File: config.mk
export PLATFORM = sky130hd
export DESIGN_NAME = swbox_top
export DESIGN_NICKNAME = d
export VERILOG_FILES = /design/src/rtl/swbox_pkg.sv /design/src/rtl/swbox_cfg.sv /design/src/rtl/swbox_net.sv /design/src/rtl/swbox_thru.sv /design/src/rtl/swbox_top.sv
export SDC_FILE = /design/constraint.sdc
export NUM_CORES = 1
export LEC_CHECK = 0
export BUFFER_PORTS_ARGS = -buffer_cell sky130_fd_sc_hd__buf_2
export CAP_MARGIN = 40
export CELL_PAD_IN_SITES_DETAIL_PLACEMENT = 1
export CELL_PAD_IN_SITES_GLOBAL_PLACEMENT = 1
export CORE_MARGIN = 4
export CORE_UTILIZATION = 31
export DETAILED_ROUTE_END_ITERATION = 16
export PLACE_DENSITY = 0.83
export SYNTH_ARGS = -nofsm -noshare
export SYNTH_HDL_FRONTEND = slang
export SYNTH_SLANG_ARGS = --single-unit
File: constraint.sdc
create_clock -name clk -period 2.6 [get_ports clk]
set_input_delay 0.39 -clock clk [delete_from_list [all_inputs] [get_ports clk]]
set_output_delay 0.39 -clock clk [all_outputs]
set_load 0.05 [all_outputs]
File: src/rtl/swbox_pkg.sv
`timescale 1ns/1ps
// Package: shared constants of the switch box.
// Assumes sides are indexed N=0, S=1, E=2, W=3 inside every per-track vector.
package swbox_pkg;
    localparam int NSIDES        = 4;
    localparam int LINKS_PER_TRK = 6;
    localparam int SIDE_N        = 0;
    localparam int SIDE_S        = 1;
    localparam int SIDE_E        = 2;
    localparam int SIDE_W        = 3;
    // Endpoints of each link bit: N-S, E-W, N-E, N-W, S-E, S-W.
    localparam int LINK_A [LINKS_PER_TRK] = '{SIDE_N, SIDE_E, SIDE_N, SIDE_N, SIDE_S, SIDE_S};
    localparam int LINK_B [LINKS_PER_TRK] = '{SIDE_S, SIDE_W, SIDE_E, SIDE_W, SIDE_E, SIDE_W};
endpackage

File: src/rtl/swbox_cfg.sv
`timescale 1ns/1ps
// Module: configuration register of the switch box.
// Holds the link enables. Loaded in parallel when load is high; cleared by
// synchronous active-low reset. Assumes load is synchronous to clk.
module swbox_cfg #(
    parameter int CFG_W = 12
) (
    input  logic             clk,
    input  logic             rst_n,
    input  logic             load,
    input  logic [CFG_W-1:0] din,
    output logic [CFG_W-1:0] q
);
    // Capture a new configuration word, or clear it on reset.
    always_ff @(posedge clk) begin
        if (!rst_n) begin
            q <= '0;
        end else if (load) begin
            q <= din;
        end
    end
endmodule

File: src/rtl/swbox_net.sv
`timescale 1ns/1ps
// Module: connection matrix of one switchable track.
// Closes the six side-pair links and forms transitive nets by closure over
// the four sides. Each side receives the OR of the values driven by the other
// members of its net. Purely combinational; assumes link is stable per cycle.
module swbox_net
    import swbox_pkg::*;
(
    input  logic [LINKS_PER_TRK-1:0] link,
    input  logic [NSIDES-1:0]        din,
    input  logic [NSIDES-1:0]        dvld,
    output logic [NSIDES-1:0]        dout,
    output logic [NSIDES-1:0]        dovld,
    output logic                     conflict
);
    logic [NSIDES-1:0] reach [NSIDES];
    logic [NSIDES-1:0] others;
    logic              any_hi;
    logic              any_lo;

    // Build reachability: direct links first, then transitive closure.
    always_comb begin
        for (int i = 0; i < NSIDES; i++) begin
            reach[i] = NSIDES'(1) << i;
        end
        for (int l = 0; l < LINKS_PER_TRK; l++) begin
            if (link[l]) begin
                reach[LINK_A[l]][LINK_B[l]] = 1'b1;
                reach[LINK_B[l]][LINK_A[l]] = 1'b1;
            end
        end
        for (int k = 0; k < NSIDES; k++) begin
            for (int i = 0; i < NSIDES; i++) begin
                if (reach[i][k]) begin
                    reach[i] = reach[i] | reach[k];
                end
            end
        end
    end

    // Per side: merge drives of the other net members and flag clashes.
    always_comb begin
        conflict = 1'b0;
        others   = '0;
        any_hi   = 1'b0;
        any_lo   = 1'b0;
        for (int s = 0; s < NSIDES; s++) begin
            others   = reach[s] & ~(NSIDES'(1) << s);
            dovld[s] = |(others & dvld);
            dout[s]  = |(others & dvld & din);
            any_hi   = |(reach[s] & dvld & din);
            any_lo   = |(reach[s] & dvld & ~din);
            conflict = conflict | (any_hi & any_lo);
        end
    end
endmodule

File: src/rtl/swbox_thru.sv
`timescale 1ns/1ps
// Module: fixed pass-through of one long track.
// The vertical run joins north and south; the horizontal run joins east and
// west. Needs no configuration; assumes each run has at most one driver.
module swbox_thru
    import swbox_pkg::*;
(
    input  logic [NSIDES-1:0] din,
    input  logic [NSIDES-1:0] dvld,
    output logic [NSIDES-1:0] dout,
    output logic [NSIDES-1:0] dovld
);
    // Cross each side to the opposite side of the same run.
    always_comb begin
        dout[SIDE_N]  = din[SIDE_S];
        dout[SIDE_S]  = din[SIDE_N];
        dout[SIDE_E]  = din[SIDE_W];
        dout[SIDE_W]  = din[SIDE_E];
        dovld[SIDE_N] = dvld[SIDE_S];
        dovld[SIDE_S] = dvld[SIDE_N];
        dovld[SIDE_E] = dvld[SIDE_W];
        dovld[SIDE_W] = dvld[SIDE_E];
    end
endmodule

File: src/rtl/swbox_top.sv
`timescale 1ns/1ps
// Module: segmented-routing switch box at one tile corner.
// Tracks below NSW are switchable through six link bits each; the rest pass
// straight through. Assumes 0 < NSW <= NTRK.
module swbox_top
    import swbox_pkg::*;
#(
    parameter int NTRK = 4,
    parameter int NSW  = 2,
    localparam int CFG_W = NSW * LINKS_PER_TRK
) (
    input  logic             clk,
    input  logic             rst_n,
    input  logic             cfg_load,
    input  logic [CFG_W-1:0] cfg_data,
    input  logic [NTRK-1:0]  n_in,
    input  logic [NTRK-1:0]  n_in_vld,
    input  logic [NTRK-1:0]  s_in,
    input  logic [NTRK-1:0]  s_in_vld,
    input  logic [NTRK-1:0]  e_in,
    input  logic [NTRK-1:0]  e_in_vld,
    input  logic [NTRK-1:0]  w_in,
    input  logic [NTRK-1:0]  w_in_vld,
    output logic [NTRK-1:0]  n_out,
    output logic [NTRK-1:0]  n_out_vld,
    output logic [NTRK-1:0]  s_out,
    output logic [NTRK-1:0]  s_out_vld,
    output logic [NTRK-1:0]  e_out,
    output logic [NTRK-1:0]  e_out_vld,
    output logic [NTRK-1:0]  w_out,
    output logic [NTRK-1:0]  w_out_vld,
    output logic [NSW-1:0]   conflict
);
    logic [CFG_W-1:0] cfg_q;

    swbox_cfg #(.CFG_W(CFG_W)) u_cfg (
        .clk  (clk),
        .rst_n(rst_n),
        .load (cfg_load),
        .din  (cfg_data),
        .q    (cfg_q)
    );

    for (genvar t = 0; t < NTRK; t++) begin : g_trk
        logic [NSIDES-1:0] tin_d;
        logic [NSIDES-1:0] tin_v;
        logic [NSIDES-1:0] tout_d;
        logic [NSIDES-1:0] tout_v;

        // Gather this track's four ends, indexed by side.
        assign tin_d = {w_in[t], e_in[t], s_in[t], n_in[t]};
        assign tin_v = {w_in_vld[t], e_in_vld[t], s_in_vld[t], n_in_vld[t]};

        if (t < NSW) begin : g_sw
            swbox_net u_net (
                .link    (cfg_q[t*LINKS_PER_TRK +: LINKS_PER_TRK]),
                .din     (tin_d),
                .dvld    (tin_v),
                .dout    (tout_d),
                .dovld   (tout_v),
                .conflict(conflict[t])
            );
        end else begin : g_pt
            swbox_thru u_thru (
                .din  (tin_d),
                .dvld (tin_v),
                .dout (tout_d),
                .dovld(tout_v)
            );
        end

        // Scatter results back to the per-side ports.
        assign n_out[t]     = tout_d[SIDE_N];
        assign s_out[t]     = tout_d[SIDE_S];
        assign e_out[t]     = tout_d[SIDE_E];
        assign w_out[t]     = tout_d[SIDE_W];
        assign n_out_vld[t] = tout_v[SIDE_N];
        assign s_out_vld[t] = tout_v[SIDE_S];
        assign e_out_vld[t] = tout_v[SIDE_E];
        assign w_out_vld[t] = tout_v[SIDE_W];
    end
endmodule

# [Word level (Yosys, flattened, before mapping)]
# Index checks and enable logic that the tools add are counted.
[word_totals] output_inout_bits=34 in_bits=47 ff_bits=12
[classes] bitwise=88 n_reduce_logical=32 n_mux=42
[ops] operator="4-bit bitwise AND" n=38
[ops] operator="4-bit OR" n=32
[ops] operator="4-bit OR reduction" n=32
[ops] operator="4-bit two-way mux" n=30
[ops] operator="1-bit two-way mux" n=12
[ops] operator="1-bit bitwise AND" n=8
[ops] operator="3-bit by 4-bit bitwise AND with 4-bit output" n=2
[ops] operator="4-bit inverter" n=2
[ops] operator="1-bit OR" n=6

# [Longest topological paths before layout]
# Gate-level depths: netlist of run 1.
[logic_depth] ltp_word=21 mapped_depth=9 mapped_depth_nobuf=6

# [Cells and area by module]
# From an unflattened synthesis of run 1, not the netlist that was laid out.
[unflattened] cells_unflattened=200 hier_area_um2=1614.0
[modules_own_cells] module="swbox_net" area_per_inst_um2=521.8 instances=2 cells_each=73
[modules_own_cells] module="swbox_cfg" area_per_inst_um2=450.4 instances=1 cells_each=38
[modules_own_cells] module="swbox_thru" area_per_inst_um2=60.1 instances=2 cells_each=8

# [Worst setup path after synthesis of run 1]
# OpenSTA, ideal clock, no wires.
[synth_path] path_type="register to output" from="register u_cfg.q[1]" to="output n_out_vld[0]" t_arrival_ps=2081 stages_incl_launch_ff=7 path_slack_ps=129 cell_sequence="dfxtp_1 > buf_2 > o21a_1 > o22ai_1 > and2_1 > buf_2 > o21ai_0"
[synth_via] elab_chain_len=13 elab_cells_between_ends=19 cone_classes="mux: 9; bitwise: 9; reduce/logical: 1"
[synth_lines] item="start, declared" line_no="swbox_cfg.sv:12" rtl="output logic [CFG_W-1:0] q"
[synth_lines] item="start signal, assigned" line_no="swbox_cfg.sv:19" rtl="q <= din;"
[synth_lines] item="1-bit two-way mux (*)" line_no="swbox_net.sv:27" rtl="if (link[l]) begin"
[synth_lines] item="4-bit OR" line_no="swbox_net.sv:35" rtl="reach[i] = reach[i] | reach[k];"
[synth_lines] item="4-bit two-way mux" line_no="swbox_net.sv:34" rtl="if (reach[i][k]) begin"
[synth_lines] item="4-bit OR" line_no="swbox_net.sv:35"
[synth_lines] item="4-bit two-way mux" line_no="swbox_net.sv:34"
[synth_lines] item="4-bit OR" line_no="swbox_net.sv:35"
[synth_lines] item="4-bit two-way mux" line_no="swbox_net.sv:34"
[synth_lines] item="4-bit OR" line_no="swbox_net.sv:35"
[synth_lines] item="4-bit two-way mux" line_no="swbox_net.sv:34"
[synth_lines] item="4-bit OR" line_no="swbox_net.sv:35"
[synth_lines] item="4-bit two-way mux (*)" line_no="swbox_net.sv:34"
[synth_lines] item="4-bit bitwise AND (*)" line_no="swbox_net.sv:49" rtl="dovld[s] = |(others & dvld);"
[synth_lines] item="4-bit OR reduction (*)" line_no="swbox_net.sv:49"
[synth_lines] item="end, declared" line_no="swbox_top.sv:25" rtl="output logic [NTRK-1:0] n_out_vld,"
# Every way passes the cells marked *; elsewhere a longest branch is shown, timed or not.

# [Worst setup path in the final report of run 1]
[layout_path] from="register u_cfg.q[9]" to="output conflict[1]"
[layout_via] elab_chain_len=21 elab_cells_between_ends=59 cone_classes="mux: 16; bitwise: 35; reduce/logical: 8"
[layout_lines] item="1-bit two-way mux (*)" line_no="swbox_net.sv:27"
[layout_lines] item="4-bit OR (2 in series)" line_no="swbox_net.sv:35"
[layout_lines] item="4-bit two-way mux" line_no="swbox_net.sv:34"
[layout_lines] item="4-bit OR" line_no="swbox_net.sv:35"
[layout_lines] item="4-bit two-way mux" line_no="swbox_net.sv:34"
[layout_lines] item="4-bit OR" line_no="swbox_net.sv:35"
[layout_lines] item="4-bit two-way mux" line_no="swbox_net.sv:34"
[layout_lines] item="4-bit OR" line_no="swbox_net.sv:35"
[layout_lines] item="[... 3 more ...]"
[layout_lines] item="4-bit OR" line_no="swbox_net.sv:35"
[layout_lines] item="4-bit two-way mux" line_no="swbox_net.sv:34"
[layout_lines] item="4-bit bitwise AND" line_no="swbox_net.sv:51, swbox_net.sv:52"
[layout_lines] item="4-bit bitwise AND, on equally long branches" line_no="swbox_net.sv:51, swbox_net.sv:52"
[layout_lines] item="4-bit OR reduction, on equally long branches" line_no="swbox_net.sv:51, swbox_net.sv:52"
[layout_lines] item="1-bit bitwise AND" line_no="swbox_net.sv:53" rtl="conflict = conflict | (any_hi & any_lo);"
[layout_lines] item="1-bit OR (2 in series)" line_no="swbox_net.sv:53"
[layout_lines] item="1-bit OR (*)" line_no="swbox_net.sv:53"
[layout_lines] item="end, declared" line_no="swbox_top.sv:32" rtl="output logic [NSW-1:0] conflict"
# Marks and branches as above.

==> flow_summary.json, run 1 <==
{
  "dr.pass1.iters": 5,
  "grt_first_pass_wirelength_mm": 7.383,
  "synth_area_leaders": "dfxtp_1 16%, buf_4 9.0%, mux2i_1 8.6%, nor2b_1 5.8%, a222oi_1 5.3%",
  "clockPowerShare_pct": 23.6,
  "wl_per_cell_microns": 15.49,
  "synth_mux_area_share_pct": 8.631,
  "synth-seq-cells": 12,
  "cp_slowest_stage_delay_ns": 0.40,
  "leakage_nw": 0.8484,
  "setup_viol": 0,
  "wl_mm": 4.584,
  "synth_top_cell_area_share_pct": 15.93,
  "grt-ovfl-total": 0,
  "setup_slack_ns": 0.05935,
  "grt_pass1_vias": 1615,
  "rows": 25,
  "top_register": "u_cfg.q",
  "fin_crit_sh_pct": 97.72,
  "portBuffers": 48,
  "crit_buf_inv": 2,
  "cp_top_family": "compound AO/OA/AOI/OAI gates",
  "nets": 278,
  "synth-seq-area-share_pct": 15.93,
  "tightest_slew_ns": 0.4740,
  "top_regs": "u_cfg.q x12",
  "regToRegStartpoint": "u_cfg.q[5]",
  "maxSlewHeadroom_pct": 68.40,
  "yosys.area_share.simple_pct": 23.07,
  "power.share.sequential_pct": 30.2,
  "netSwitchingFraction_pct": 44.72,
  "r2r_slack_ns": 1.81,
  "core-area_sq_um": 4723,
  "clock-sinks": 12,
  "stdcell_count": 296,
  "finalSetupTns_ns": 0,
  "die_y_microns": 77.74,
  "final_cell_mix": "47 x buf_2, 17 x inv_1, 15 x nand2_1",
  "worst_ep_arrival_time_ns": 2.15,
  "post-route-util_pct": 37.06,
  "critPathSlowestCell": "a222oi_1",
  "clkLatencyLatePin_ns": 0.24,
  "htreeDepth": 1,
  "cts_made_buffers": 3,
  "syn_to_final_growth_pct": 16.10,
  "route.detailed.drc": 0,
  "crit_type": "flip-flop to primary output",
  "ir_drop_mv": 0.1995,
  "slew_violations": 0,
  "hold_violations": 0,
  "cts_tree": "built",
  "synth_area_sq_um": 1508,
  "gp_congestion": 0.9112,
  "cp_common_cell": "a222oi_1",
  "r2r_end": "u_cfg.q[5]",
  "dpl.hpwl_mm": 3.541,
  "intPower_mw": 0.4107,
  "die_x_microns": 77.74,
  "netlist_instances": 205,
  "ctsHoldBuffers": 0,
  "switchingPower_mw": 0.3322,
  "synth_top_family_by_area": "compound AO/OA/AOI/OAI gates",
  "ios": 81,
  "worstRegToRegCells": 2,
  "crit_fanout": 8,
  "drive_gt1_share_pct": 32.31,
  "pre_cts_ws_ns": 0.2620,
  "synth_compound_area_share_pct": 35.68,
  "synthArstFlopShare_pct": 0,
  "synth_xor_area_share_pct": 0,
  "cp-end-kind": "primary output",
  "final_area_sq_um": 1750,
  "clock_path_buffers": 2,
  "start_kind": "flip-flop",
  "grt_use_total_pct": 14.39,
  "final_common_cell": "buf_2",
  "syn_avg_cell_area_sq_um": 7.355,
  "status": "complete, no violations",
  "numPlacedInstances": 292,
  "p_per_area_nw_per_um2": 424.4,
  "cp.depth": 7,
  "antenna_found_initial": 0,
  "max_freq_mhz": 393.6,
  "die-area_sq_um": 6044,
  "largest_register_ff_count": 12,
  "vias_per_cell": 5.541,
  "holdWs_ns": 0.4050,
  "startpoint": "u_cfg.q[9]",
  "cts.reportedPaths.clkPinSlew_ns": 0.05,
  "final.setup_skew_ns": 0,
  "vias": 1640,
  "antenna_cells": 0,
  "min_path_type": "input port to flip-flop",
  "placed_cell_area_sq_um": 1644,
  "worstPathCellList": "o22ai_2 -> a22oi_2 -> a222oi_1 -> inv_1 -> a222oi_1 -> o2111ai_1 -> buf_4",
  "grt_max_degree": 13,
  "crit_end": "conflict[1]",
  "synth_top_cell_by_area": "dfxtp_1",
  "synth_ff_type": "dfxtp_1",
  "synth_edf_count": 0,
  "power_mw": 0.7430,
  "period_needed_ns": 2.541,
  "rsz0062_at_grt": "true",
  "root_buffer": "clkbuf_8",
  "drt_iter0_markers": 81,
  "required_ns": 2.21,
  "p_comb_share_pct": 46.1,
  "initial_utilization_pct": 31.92,
  "drv_cap": 0,
  "synth_nets": 252,
  "ant_nets": 0,
  "synthAdderAreaFrac_pct": 0,
  "ys.warnings.count": 0,
  "ys_types": 39
}
## how the worst min path moves through the flow
| stage | from | endpoint | cells after the start |
|---|---|---|---|
| 3_5_place_dp | u_cfg.q[0] | u_cfg.q[0] | 2 |
| 6_report | cfg_data[2] | u_cfg.q[2] | 3 |
| 5_1_grt | cfg_data[11] | u_cfg.q[11] | 3 |
| 4_1_cts | cfg_data[5] | u_cfg.q[5] | 3 |
| 3_3_place_gp | u_cfg.q[0] | u_cfg.q[0] | 2 |
| 2_1_floorplan | rst_n | u_cfg.q[11] | 1 |
## synthesized netlist by cell type, types with 2 or more instances
library cell / number
nand2_1: 15
mux2i_1: 13
clkbuf_1: 2
nand4_1: 3
o221ai_1: 7
a22oi_2: 3
nand3_1: 9
o21ai_2: 3
o21a_1: 5
and2_1: 5
a211o_1: 2
nor2_1: 8
o211ai_1: 3
o21bai_1: 2
nand2b_1: 5
a21o_1: 3
a21oi_1: 7
a221o_1: 2
dfxtp_1: 12
buf_2: 6
o21ai_0: 6
nor2b_1: 14
a22oi_1: 6
a222oi_1: 8
buf_4: 18
o22ai_1: 8
o21ai_1: 2
inv_1: 17
## final cells by class
class | instances | area, sq um
Timing Repair Buffer | 49 | 250.2
Clock buffer | 3 | 41.29
Tap cell | 67 | 83.83
Sequential cell | 12 | 252.7
Inverter | 17 | 63.81
Multi-Input combinational cell | 148 | 1059
Fill cell | 609 | 2973
## power by group through the flow
| stage | combinational (mW) | clock (mW) | sequential, mW |
|---|---|---|---|
| 2_1_floorplan | 0.332 | 0 | 0.208 |
| 3_3_place_gp | 0.328 | 0 | 0.223 |
| 3_5_place_dp | 0.333 | 0 | 0.224 |
| 4_1_cts | 0.334 | 0.172 | 0.221 |
| 5_1_grt | 0.370 | 0.187 | 0.227 |
| 6_report | 0.343 | 0.176 | 0.224 |
## cells by family after synthesis
kind of cell	count (synthesis)
AO/OA/AOI/OAI	70
multiplexers	13
buffers and inverters	45
flip-flops	12
AND/OR/NAND/NOR	65
## worst reg2reg max path, delay by kind of cell (launching register included)
kind | cells | cell delay, ns
and+or+nand+nor | 1 | 0.11
muxes | 1 | 0.12
DFF | 1 | 0.51
## layer usage
layer / vias to the layer above / wire, microns / track usage [%] / part of all wire [%]
met1: 774 / 2048 / 18.65 / 45
met2: 65 / 2147 / 24.57 / 47
li1: 797 / - / - / -
met4: 0 / 43 / 3.559 / 0.94
met5: - / 0 / 0 / 0
met3: 4 / 344 / 2.436 / 7.5
## timing repair
action	in CTS	in global routing
gates resized for setup	0	19
buffers inserted	0	1
endpoints found under the setup margin	0	2
Note: power is estimated with default switching activity, not from simulation.
==> inputs of run 2 (changes only) <==
--- a/config.mk
+++ b/config.mk
@@ -13,6 +13,7 @@
 export CORE_UTILIZATION = 31
 export DETAILED_ROUTE_END_ITERATION = 16
 export PLACE_DENSITY = 0.83
+export REMOVE_ABC_BUFFERS = 1
 export SYNTH_ARGS = -nofsm -noshare
 export SYNTH_HDL_FRONTEND = slang
 export SYNTH_SLANG_ARGS = --single-unit
==> flow_summary.json, run 2 (synthesis gave the netlist of run 1 again) <==
{
  "status": "complete, no violations",
  "ctsHoldBuffers": 0,
  "grt_max_degree": 13,
  "cp-end-kind": "primary output",
  "grt_use_total_pct": 15.62,
  "grt_pass1_vias": 1621,
  "grt-ovfl-total": 0,
  "start_kind": "flip-flop",
  "dr.pass1.iters": 4,
  "nets": 277,
  "ios": 81,
  "max_freq_mhz": 387.1,
  "slew_violations": 0,
  "antenna_found_initial": 0,
  "p_per_area_nw_per_um2": 440.3,
  "clock_path_buffers": 2,
  "drv_cap": 0,
  "cts_setup_buffers": 0,
  "cts_tree": "built",
  "setup_slack_ns": 0.01679,
  "wl_mm": 4.819,
  "fillers": 597,
  "cts_made_buffers": 3,
  "final_cell_mix": "47 x buf_2, 17 x inv_1, 15 x nand2_1",
  "die_x_microns": 77.74,
  "die_y_microns": 77.74,
  "core-area_sq_um": 4723,
  "rows": 25,
  "ir_drop_mv": 0.1999,
  "cts.reportedPaths.clkPinSlew_ns": 0.06,
  "initial_utilization_pct": 31.92,
  "power_mw": 0.7779,
  "tightest_slew_ns": 0.4349,
  "largest_register_ff_count": 12,
  "numPlacedInstances": 292,
  "vias": 1663,
  "setup_viol": 0,
  "worst_ep_arrival_time_ns": 2.19,
  "clock-sinks": 12,
  "hold_violations": 0,
  "fin_crit_sh_pct": 99.35,
  "clkLatencyLatePin_ns": 0.24,
  "syn_to_final_growth_pct": 17.18,
  "finalSetupTns_ns": 0,
  "wl_per_cell_microns": 16.28,
  "final_common_cell": "buf_2",
  "crit_type": "flip-flop to primary output",
  "crit_fanout": 8,
  "top_regs": "u_cfg.q x12",
  "drt_iter0_markers": 112,
  "required_ns": 2.21,
  "ant_nets": 0,
  "gp_congestion": 0.8052,
  "period_needed_ns": 2.583,
  "stdcell_count": 296,
  "maxSlewHeadroom_pct": 71.01,
  "post-route-util_pct": 37.40,
  "pre_cts_ws_ns": 0.2270,
  "grt_first_pass_wirelength_mm": 7.817,
  "drive_gt1_share_pct": 34.06,
  "rsz0062_at_grt": "true",
  "portBuffers": 48,
  "final.setup_skew_ns": 0,
  "antenna_cells": 0,
  "top_register": "u_cfg.q",
  "min_path_type": "input port to flip-flop",
  "vias_per_cell": 5.618,
  "route.detailed.drc": 0,
  "die-area_sq_um": 6044,
  "htreeDepth": 1,
  "leakage_nw": 0.8621,
  "root_buffer": "clkbuf_8",
  "dpl.hpwl_mm": 3.728
}
run 2: critical path: stages, from the launching register on:
cell       delay [ns]
dfxtp_4          0.38
o22ai_2          0.18
a22oi_2          0.14
a222oi_1         0.39
inv_1            0.08
a222oi_1         0.34
o2111ai_1        0.19
buf_4            0.23
run 2: report_power, final:
group	total [mW]	internal (mW)	leakage (nW)	switching, mW
clock	0.209	0.134	0.0288	0.0748
combinational	0.343	0.112	0.731	0.231
sequential	0.226	0.196	0.102	0.0300
total	0.778	0.442	0.862	0.335
run 2: stage by stage:
| step | hold WS, ns | instance area [sq um] |
|---|---|---|
| after floorplan | 0.5182 | 1320 |
| after CTS | 0.3960 | 1708 |
| after global routing | 0.4223 | 1767 |
| final | 0.4097 | 1767 |
| after detailed placement | 0.5821 | 1644 |
| after global placement | 0.5709 | 1644 |
run 2: routing by layer:
| layer | up-vias | part of all wire (%) | track usage [%] |
|---|---|---|---|
| li1 | 790 | - | - |
| met1 | 776 | 47 | 20.46 |
| met2 | 93 | 43 | 24.83 |
| met3 | 4 | 8.8 | 5.916 |
| met4 | 0 | 0.66 | 2.135 |
| met5 | - | 0 | 0 |
run 2: timing repair:
action / CTS / global route
pin swaps: 1 / 7
setup endpoints to repair: 2 / 2
resized for setup: 4 / 17
run 2: final cells by class:
cell class | instances | area (sq um) | area share (%)
inverter | 17 | 63.81 | 3.612
sequential | 12 | 252.7 | 14.31
multi-input combinational | 148 | 1069 | 60.48
clock buffer | 4 | 55.05 | 3.116
timing repair buffer | 48 | 242.7 | 13.74
tap | 67 | 83.83 | 4.745
run 2: path summary, 6_finish.rpt:
path | from | to | slack [ns] | depth (start not counted)
setup / recovery | u_cfg.q[9] | conflict[1] | 0.02 | 7
hold / removal | cfg_data[5] | u_cfg.q[5] | 0.41 | 3
setup reg to reg | u_cfg.q[4] | u_cfg.q[4] | 1.83 | 2
hold reg to reg | u_cfg.q[2] | u_cfg.q[2] | 0.59 | 2
==> inputs of run 3 (changes only) <==
--- a/config.mk
+++ b/config.mk
@@ -10,9 +10,9 @@
 export CELL_PAD_IN_SITES_DETAIL_PLACEMENT = 1
 export CELL_PAD_IN_SITES_GLOBAL_PLACEMENT = 1
 export CORE_MARGIN = 4
-export CORE_UTILIZATION = 31
+export CORE_UTILIZATION = 28
 export DETAILED_ROUTE_END_ITERATION = 16
-export PLACE_DENSITY = 0.83
+export PLACE_DENSITY = 0.8
 export REMOVE_ABC_BUFFERS = 1
 export SYNTH_ARGS = -nofsm -noshare
 export SYNTH_HDL_FRONTEND = slang
==> constraint.sdc (replaced) <==
create_clock -name clk -period 2.3 [get_ports clk]
set_input_delay 0.345 -clock clk [delete_from_list [all_inputs] [get_ports clk]]
set_output_delay 0.345 -clock clk [all_outputs]
set_load 0.05 [all_outputs]
==> flow_summary.json, run 3 (synthesis gave the netlist of run 1 again) <==
{
  "core-area_sq_um": 5172,
  "slew_violations": 0,
  "fin_crit_sh_pct": 107.4,
  "grt_most_used_layer": "met2",
  "clkLatencyLatePin_ns": 0.24,
  "grt_use_met3_pct": 6.430,
  "clock-sinks": 12,
  "grt_use_total_pct": 16.71,
  "stdcell_count": 323,
  "final_cell_mix": "44 x buf_2, 22 x buf_4, 17 x inv_1",
  "holdPathEnd": "u_cfg.q[0]",
  "grt_use_met2_pct": 30.13,
  "fillers": 638,
  "dr.pass1.iters": 4,
  "crit_type": "flip-flop to primary output",
  "antenna_found_initial": 0,
  "rsz0062_at_grt": "true",
  "dpl.hpwl_mm": 3.981,
  "whs_path_depth": 3,
  "clock_path_buffers": 2,
  "rows": 26,
  "violations": "setup timing",
  "largest_register_ff_count": 12,
  "start_kind": "flip-flop",
  "portBuffers": 48,
  "numPlacedInstances": 302,
  "grt_first_pass_wirelength_mm": 8.742,
  "hp-start": "cfg_data[0]",
  "tightest_slew_ns": 0.3662,
  "die_y_microns": 81.38,
  "top_regs": "u_cfg.q x12",
  "cp-end-kind": "primary output",
  "final_common_cell": "buf_2",
  "met1_usage_pct": 18.69,
  "ctsHoldBuffers": 0,
  "p_per_area_nw_per_um2": 453.6,
  "crit_fanout": 9,
  "drive_gt1_share_pct": 46.25,
  "cp_top_family": "compound AO/OA/AOI/OAI gates",
  "cts_made_buffers": 3,
  "root_buffer": "clkbuf_8",
  "cp_slowest_stage_delay_ns": 0.39,
  "status": "finished with violations",
  "maxSlewHeadroom_pct": 75.58,
  "ios": 81,
  "required_ns": 1.96,
  "initial_utilization_pct": 29.15,
  "ant_nets": 0,
  "drt_iter0_markers": 92,
  "worst_ep_arrival_time_ns": 2.13,
  "crit_buf_inv": 1,
  "ir_drop_mv": 0.4472,
  "vias_per_cell": 5.486,
  "drv_cap": 0,
  "leakage_nw": 1.017,
  "grt_pass1_vias": 1817,
  "top_register": "u_cfg.q",
  "grt-ovfl-total": 0,
  "regToRegStartpoint": "u_cfg.q[1]",
  "cts_tree": "built",
  "cts.reportedPaths.clkPinSlew_ns": 0.05,
  "nets": 301,
  "worstRegToRegCells": 4,
  "vias": 1772,
  "power_mw": 0.9494,
  "critPathSlowestCell": "dfxtp_4",
  "placed_cell_area_sq_um": 1700,
  "worstPathCellList": "o21ai_2 -> nand2b_1 -> a21o_1 -> a221o_1 -> a222oi_1 -> o2111ai_1 -> buf_4",
  "period_needed_ns": 2.471,
  "die_x_microns": 81.38,
  "setup_viol": 2,
  "gp_congestion": 0.8409,
  "min_path_type": "input port to flip-flop",
  "route.detailed.drc": 0,
  "grt_max_degree": 13,
  "htreeDepth": 1,
  "syn_to_final_growth_pct": 38.84,
  "die-area_sq_um": 6623,
  "wl_per_cell_microns": 17.91,
  "pre_cts_ws_ns": 0.01743,
  "wl_mm": 5.785,
  "max_freq_mhz": 404.7,
  "r2r_slack_ns": 1.41,
  "final.setup_skew_ns": 0,
  "multi_input_area_sq_um": 1165,
  "setup_slack_ns": -0.1708,
  "final-seq-area_sq_um": 272.8,
  "r2r_end": "u_cfg.q[1]",
  "antenna_cells": 0,
  "cp.depth": 7,
  "final_area_sq_um": 2093,
  "hold_violations": 0
}
[run 3: metal layers]
metal	vias to the layer above	wire, microns
li1	837	-
met3	8	489
met4	0	72
met2	66	3016
met5	-	0
met1	861	2206
[run 3: worst max-delay path by stage]
| stage | startpoint | endpoint |
|---|---|---|
| 3_5_place_dp | u_cfg.q[8] | conflict[1] |
| 6_report | u_cfg.q[8] | conflict[1] |
| 4_1_cts | u_cfg.q[6] | conflict[1] |
| 2_1_floorplan | u_cfg.q[8] | conflict[1] |
| 5_1_grt | u_cfg.q[8] | conflict[1] |
| 3_3_place_gp | u_cfg.q[8] | conflict[1] |
[run 3: worst register-to-register path, cell delays in order (launching register included)]
cell     delay (ns)
dfxtp_4        0.37
buf_6          0.13
buf_4          0.12
mux2i_1        0.11
nor2b_1        0.06
[run 3: layout make-up]
cell class                 count  share of cell area (%)
sequential                    12                   13.03
tap                           70                   4.184
multi-input combinational    148                   55.65
inverter                      17                   3.048
timing repair buffer          72                   21.46
clock buffer                   4                   2.630
[run 3: repair_timing]
| item | 4_1_cts | 5_1_grt |
|---|---|---|
| setup endpoints to repair | 3 | 5 |
| gates resized for setup | 36 | 24 |
| pin swaps | 21 | 18 |
| buffers inserted | 14 | 4 |
[run 3: per-stage QoR]
stage               util, %  TNS [ns]  hold WS (ns)
detailed placement    32.87         0        0.5897
floorplan                 -   -0.5157        0.4732
CTS                   38.03   -0.2024        0.3600
finish                40.47   -0.2612        0.3728
global route          40.47   -0.5715        0.3879
global placement      32.87         0        0.5783
[run 3: power by group]
| part | leakage, nW | total (mW) | switching [mW] | internal (mW) |
|---|---|---|---|---|
| clock network | 0.0288 | 0.235 | 0.0832 | 0.152 |
| registers | 0.105 | 0.249 | 0.0312 | 0.218 |
| logic | 0.883 | 0.465 | 0.292 | 0.173 |
